## src/rtl/dma_eng_pkg.sv

```systemverilog
// Package: dma_eng_pkg
// Holds the types and the address-forming function shared by the engine.
// Assumes the page is wider than one bit, so a word channel has bits to keep.
package dma_eng_pkg;

    typedef enum logic {
        XFER_BYTE = 1'b0,
        XFER_WORD = 1'b1
    } xfer_width_e;

    // Forms the physical address from page and offset for the given width.
    function automatic logic [23:0] form_phys24(
        input xfer_width_e  width,
        input logic [7:0]   page,
        input logic [15:0]  ofs
    );
        logic [23:0] result;
        if (width == XFER_WORD) begin
            result = {page[7:1], ofs, 1'b0};
        end else begin
            result = {page, ofs};
        end
        return result;
    endfunction

endpackage

```

## src/rtl/dma_eng_count.sv

```systemverilog
// Module: dma_eng_count
// Keeps the remaining transfer count (transfers minus one), the armed state
// and the terminal-count flag. It also issues the accepted-step pulse that
// moves the address counter.
// Assumes: a load takes priority over a step in the same cycle; the engine
// starts disarmed after reset.
module dma_eng_count #(
    parameter int CNT_W = 16
) (
    input  logic             clk,
    input  logic             rst_n,
    input  logic             load_i,
    input  logic             step_i,
    input  logic [CNT_W-1:0] count_i,
    output logic [CNT_W-1:0] count_o,
    output logic             tc_o,
    output logic             adv_o
);

    localparam logic [CNT_W-1:0] CNT_ZERO = '0;
    localparam logic [CNT_W-1:0] CNT_ONE  = CNT_W'(1);

    logic [CNT_W-1:0] cnt_q;
    logic             armed_q;
    logic             tc_q;
    logic             last_xfer;

    // Decides whether this cycle's step is accepted.
    always_comb begin
        adv_o     = step_i && armed_q && !load_i;
        last_xfer = (cnt_q == CNT_ZERO);
    end

    // Updates the count, armed state and terminal flag.
    always_ff @(posedge clk) begin
        if (!rst_n) begin
            cnt_q   <= CNT_ZERO;
            armed_q <= 1'b0;
            tc_q    <= 1'b0;
        end else if (load_i) begin
            cnt_q   <= count_i;
            armed_q <= 1'b1;
            tc_q    <= 1'b0;
        end else if (adv_o) begin
            cnt_q <= cnt_q - CNT_ONE;
            if (last_xfer) begin
                armed_q <= 1'b0;
                tc_q    <= 1'b1;
            end
        end
    end

    assign count_o = cnt_q;
    assign tc_o    = tc_q;

    AST_CNT_STEP: assert property (@(posedge clk) disable iff (!rst_n)
        (adv_o && !last_xfer) |=> (count_o == $past(count_o) - CNT_ONE));

    AST_TC_ROLL: assert property (@(posedge clk) disable iff (!rst_n)
        (adv_o && last_xfer) |=> (tc_o && (&count_o)));

    AST_TC_FROZEN: assert property (@(posedge clk) disable iff (!rst_n)
        (tc_o && !load_i) |=> (tc_o && $stable(count_o)));

    AST_LOAD_TAKES: assert property (@(posedge clk) disable iff (!rst_n)
        load_i |=> (!tc_o && count_o == $past(count_i)));

endmodule

```

## src/rtl/dma_eng_addr.sv

```systemverilog
// Module: dma_eng_addr
// Holds the page, the 16-bit offset and the latched channel width. The offset
// advances by one on each accepted step and wraps inside its page.
// Assumes: adv_i is never high in a load cycle (the count module masks it).
module dma_eng_addr #(
    parameter int PAGE_W = 8,
    parameter int OFS_W  = 16
) (
    input  logic              clk,
    input  logic              rst_n,
    input  logic              load_i,
    input  logic              wide_i,
    input  logic [PAGE_W-1:0] page_i,
    input  logic [OFS_W-1:0]  offset_i,
    input  logic              adv_i,
    output logic [PAGE_W-1:0] page_o,
    output logic [OFS_W-1:0]  ofs_o,
    output logic              wide_o
);

    localparam logic [OFS_W-1:0] OFS_ONE = OFS_W'(1);

    logic [PAGE_W-1:0] page_q;
    logic [OFS_W-1:0]  ofs_q;
    logic              wide_q;

    // Captures page and width on load; the page never moves otherwise.
    always_ff @(posedge clk) begin
        if (!rst_n) begin
            page_q <= '0;
            wide_q <= 1'b0;
        end else if (load_i) begin
            page_q <= page_i;
            wide_q <= wide_i;
        end
    end

    // Loads or advances the offset, wrapping at the page edge.
    always_ff @(posedge clk) begin
        if (!rst_n) begin
            ofs_q <= '0;
        end else if (load_i) begin
            ofs_q <= offset_i;
        end else if (adv_i) begin
            ofs_q <= ofs_q + OFS_ONE;
        end
    end

    assign page_o = page_q;
    assign ofs_o  = ofs_q;
    assign wide_o = wide_q;

    AST_PAGE_HOLD: assert property (@(posedge clk) disable iff (!rst_n)
        !load_i |=> ($stable(page_o) && $stable(wide_o)));

    AST_OFS_STEP: assert property (@(posedge clk) disable iff (!rst_n)
        (adv_i && !load_i) |=> (ofs_o == $past(ofs_o) + OFS_ONE));

    AST_OFS_IDLE: assert property (@(posedge clk) disable iff (!rst_n)
        (!adv_i && !load_i) |=> $stable(ofs_o));

endmodule

```

## src/rtl/dma_eng_map.sv

```systemverilog
// Module: dma_eng_map
// Combinational mapping from page and offset to the 24-bit physical address.
// Assumes the default widths (8-bit page, 16-bit offset), which the shared
// function is written for.
module dma_eng_map
    import dma_eng_pkg::*;
(
    input  logic        wide_i,
    input  logic [7:0]  page_i,
    input  logic [15:0] ofs_i,
    output logic [23:0] phys_o
);

    xfer_width_e width;

    // Selects the address layout for the latched width.
    always_comb begin
        width  = wide_i ? XFER_WORD : XFER_BYTE;
        phys_o = form_phys24(width, page_i, ofs_i);
    end

    // Checks that a word address stays even and its high bits are page bits 7:1.
    always_comb begin
        if (wide_i) begin
            AST_WORD_ALIGN: assert (phys_o[0] == 1'b0 && phys_o[23:17] == page_i[7:1]);
        end
    end

endmodule

```

## src/rtl/dma_addr_cnt_engine.sv

```systemverilog
// Module: dma_addr_cnt_engine
// Address and count engine for one DMA channel: address counter, count
// counter with terminal flag, and physical address mapping for byte or word
// channels.
// Assumes: one step pulse per completed transfer; the width is latched on load.
module dma_addr_cnt_engine #(
    parameter int PAGE_W = 8,
    parameter int OFS_W  = 16,
    parameter int CNT_W  = 16,
    localparam int PHYS_W = PAGE_W + OFS_W
) (
    input  logic              clk,
    input  logic              rst_n,
    input  logic              load_i,
    input  logic              wide_i,
    input  logic [PAGE_W-1:0] page_i,
    input  logic [OFS_W-1:0]  offset_i,
    input  logic [CNT_W-1:0]  count_i,
    input  logic              step_i,
    output logic [PHYS_W-1:0] phys_addr_o,
    output logic [CNT_W-1:0]  count_o,
    output logic              tc_o
);

    logic              adv;
    logic [PAGE_W-1:0] page_cur;
    logic [OFS_W-1:0]  ofs_cur;
    logic              wide_cur;

    dma_eng_count #(
        .CNT_W (CNT_W)
    ) u_count (
        .clk     (clk),
        .rst_n   (rst_n),
        .load_i  (load_i),
        .step_i  (step_i),
        .count_i (count_i),
        .count_o (count_o),
        .tc_o    (tc_o),
        .adv_o   (adv)
    );

    dma_eng_addr #(
        .PAGE_W (PAGE_W),
        .OFS_W  (OFS_W)
    ) u_addr (
        .clk      (clk),
        .rst_n    (rst_n),
        .load_i   (load_i),
        .wide_i   (wide_i),
        .page_i   (page_i),
        .offset_i (offset_i),
        .adv_i    (adv),
        .page_o   (page_cur),
        .ofs_o    (ofs_cur),
        .wide_o   (wide_cur)
    );

    dma_eng_map u_map (
        .wide_i (wide_cur),
        .page_i (page_cur),
        .ofs_i  (ofs_cur),
        .phys_o (phys_addr_o)
    );

    AST_STEP_AFTER_TC: assert property (@(posedge clk) disable iff (!rst_n)
        (tc_o && !load_i) |=> $stable(phys_addr_o));

    AST_LOAD_CLEARS_TC: assert property (@(posedge clk) disable iff (!rst_n)
        load_i |=> !tc_o);

endmodule

```

## config.mk

```make
export PLATFORM = sky130hd
export DESIGN_NAME = dma_addr_cnt_engine
export DESIGN_NICKNAME = d
export VERILOG_FILES = /design/src/rtl/dma_eng_pkg.sv /design/src/rtl/dma_eng_count.sv /design/src/rtl/dma_eng_addr.sv /design/src/rtl/dma_eng_map.sv /design/src/rtl/dma_addr_cnt_engine.sv
export SDC_FILE = /design/constraint.sdc
export NUM_CORES = 1
export LEC_CHECK = 0
export BUFFER_PORTS_ARGS = -buffer_cell sky130_fd_sc_hd__buf_4
export CORE_ASPECT_RATIO = 1.4
export CORE_MARGIN = 2
export CORE_UTILIZATION = 46
export DETAILED_ROUTE_END_ITERATION = 8
export GPL_ROUTABILITY_DRIVEN = 0
export GPL_TIMING_DRIVEN = 1
export PLACE_DENSITY_LB_ADDON = 0.1
export RECOVER_POWER = 50
export SLEW_MARGIN = 20
export SYNTH_ARGS = -nofsm -noshare
export SYNTH_HDL_FRONTEND = slang
export SYNTH_SLANG_ARGS = --single-unit
```

## constraint.sdc

```tcl
create_clock -name clk -period 2.12 [get_ports clk]
set_input_delay 0.424 -clock clk [delete_from_list [all_inputs] [get_ports clk]]
set_output_delay 0.424 -clock clk [all_outputs]
set_load 0.02 [all_outputs]
```

==> run metrics <==
CP Data Arrival Time ~2.2 ns; grt ovf 0; Final ANT Viol Nets 0; EDFF count, synth 0; Initial Utilization 48.3%; Unique masters post-synth 43; Port Buf Inserts 85; setup bufs post-CTS 0; Sw Share 29.9%; clock root buffer clkbuf_8; DRT Wirelength 5.52 mm; Most used DFF post-synth dfxtp_1; Worst Clk Skew 0.00578 ns; yosys warns 0; initial antenna violation count 0; Clock Power Share between 20% and 30%; # resized after CTS 0; sequential power share 47.7%; Max Freq 517 MHz; Clk pin slew, worst setup/hold paths 0.08 ns; Final Instance Count excl. Fillers 407; hpwl dp 3.91 mm; Hold Fails Final Rpt 0; DR WL/cell 13.6 um; Syn Nets 319; final cycle utilization of the critical path about 91%; combinational share of power 22.6%; num rows 30; met3 WL 316 um; top-count cell post-synth dfxtp_1; PnR worst setup slack 0.184 ns; largest net degree at the start of global routing 49; number of vias per cell 5.33; Worst Tran Pin Value 1.38 ns; Hold Crit Class input pin to register; max-slew violations 0; GRT Total Usage 19.4%; Syn Area/Cell 8.67 um^2; worst setup path category register to register; Skew-Pair Late Insertion Delay 0.30 ns; Critical Path Stages 5; final setup vio count 0; share of post-route cells with drive strength above 1 26.2%; Max IR drop VDD 425 uV; cell count after synthesis 272; TritonCTS Buffers 5; vias in the first global route between 1500 and 2000; CP peak stage delay 0.56 ns; dpl cells 399; Worst Hold Depth 2; pre-CTS WS 0.202 ns; Post-Syn Area 2360 um^2; top post-synthesis cells by area dfxtp_1, o21ai_0, mux2_2; die height 88.7 um; area leader, netlist dfxtp_1; initial DRC count 112; max cap viols 0; CP Max Fanout 6; Area Overhead vs Synth 27.4%; Horiz. Die Dim between 60 and 70 um; RSZ-0062 raised after global routing false; Area after DPL 2990 um^2; First-pass DRT Iterations 4; CP top delay family simple AND/OR/NAND/NOR gates; sum of negative setup slack 0 ns; Yosys top cell area share a little over a third; fillers 462; Worst EP required about 2.4 ns; CTS tree yes; Metal-1 WL between 2 and 2.5 mm; P_sw 584 uW; Final Cell Area 3000 um^2; post-synthesis register bit count 43; Crit. End Element register; wire length on met2 2.71 mm; Synth async-reset ratio 0%; highest routed layer met4; reg2reg path depth 5; clock sink count 43; relative slew slack 8.18%; vias 2169; core area 4880 um^2; Commonest cells post-synth dfxtp_1, o21ai_0, a21oi_1, nand2_1, clkbuf_1; outcome complete, no violations; total die area 5720 um^2; IO Pins 86; Final nets 389; power density over the cells roughly 650 nW/um^2; hold buffers post-CTS 0; first-pass GRT wire length 8.80 mm; critical path cell sequence ha_1 > nand3_1 > or4_4 > or3_1 > a31oi_1; drt drc 0; # H-tree levels 2; Max Buffers Root-to-Sink 2; min cycle time layout 1.94 ns; # diodes 0; Pint 1370 uW; Critical-path top delay cell or4_4; CP Buf/Inv Count 0; Startpoint Class register; Leak 0.00121 uW; post-synthesis sequential area ratio 36.5%
-- sequential cells by signal, indices dropped and copies added (netlist names) --
register / cells
u_addr.ofs_o: 16
u_addr.page_o: 8
u_addr.wide_o: 1
u_count.armed_q: 1
u_count.count_o: 16
u_count.tc_o: 1
-- logic make-up after synthesis --
family / Yosys count / share of synthesized area, %
flip-flops: 43 / 36.5
multiplexers: 24 / 10.9
AND/OR/NAND/NOR: 84 / 21.0
buffers and inverters: 30 / 5.94
AO/OA/AOI/OAI: 70 / 17.5
adder cells (fa/ha/maj): 2 / 1.06
XOR/XNOR: 19 / 7.06
-- worst paths after layout --
check                                      from            endpoint  slack [ns]
worst max register to register  u_addr.ofs_o[0]    u_addr.ofs_o[12]        0.18
worst max-delay path            u_addr.ofs_o[0]    u_addr.ofs_o[12]        0.18
worst min-delay path                 count_i[2]  u_count.count_o[2]        0.34
worst min register to register     u_count.tc_o        u_count.tc_o        0.51
-- layer usage --
layer  GRT usage, %  vias up
met5              0        -
met4           6.38        0
met3           4.45        8
met2           36.1       62
met1           21.9      980
li1               -     1119
-- area by class of cell --
class	count	area [um^2]	area share (%)
clock buffers	7	96.3	3.21
clock inverters	1	7.51	0.250
inverters	5	18.8	0.625
multi-input cells	199	1360	45.2
flip-flops and latches	43	861	28.7
well taps	64	80.1	2.67
repair buffers	88	583	19.4
-- power groups by stage --
stage | Sequential (uW) | Clock, uW | Combinational [uW]
3_5_place_dp | 953 | 0 | 468
3_3_place_gp | 950 | 0 | 464
4_1_cts | 934 | 603 | 470
5_1_grt | 943 | 633 | 483
6_report | 933 | 581 | 441
2_1_floorplan | 964 | 0 | 263
-- cells in the final DEF (no fill, tap or decap), types with 4 or more instances in the layout --
cell type and n:
nand3_1 8, a21oi_1 17, nor2b_1 11, clkbuf_8 7, dfxtp_1 43, nand4_1 8, o21ai_0 32, clkbuf_1 24
nand2_1 17, o211a_1 6, nor2_1 6, mux2i_1 10, xor2_1 11, or3_1 8, buf_4 62, inv_1 4
nor3_1 6, a31oi_1 8, xnor2_1 8, mux2_2 14
-- stage by stage --
| step | hold WS [ns] | power [uW] | utilization [%] |
|---|---|---|---|
| after floorplan | 0.478 | 1230 | - |
| after global placement | 0.490 | 1410 | 61.3 |
| after detailed placement | 0.501 | 1420 | 61.3 |
| after CTS | 0.338 | 2010 | 63.4 |
| after global routing | 0.338 | 2060 | 61.6 |
| final | 0.345 | 1950 | 61.6 |
Power figures use the tool's default switching activity.
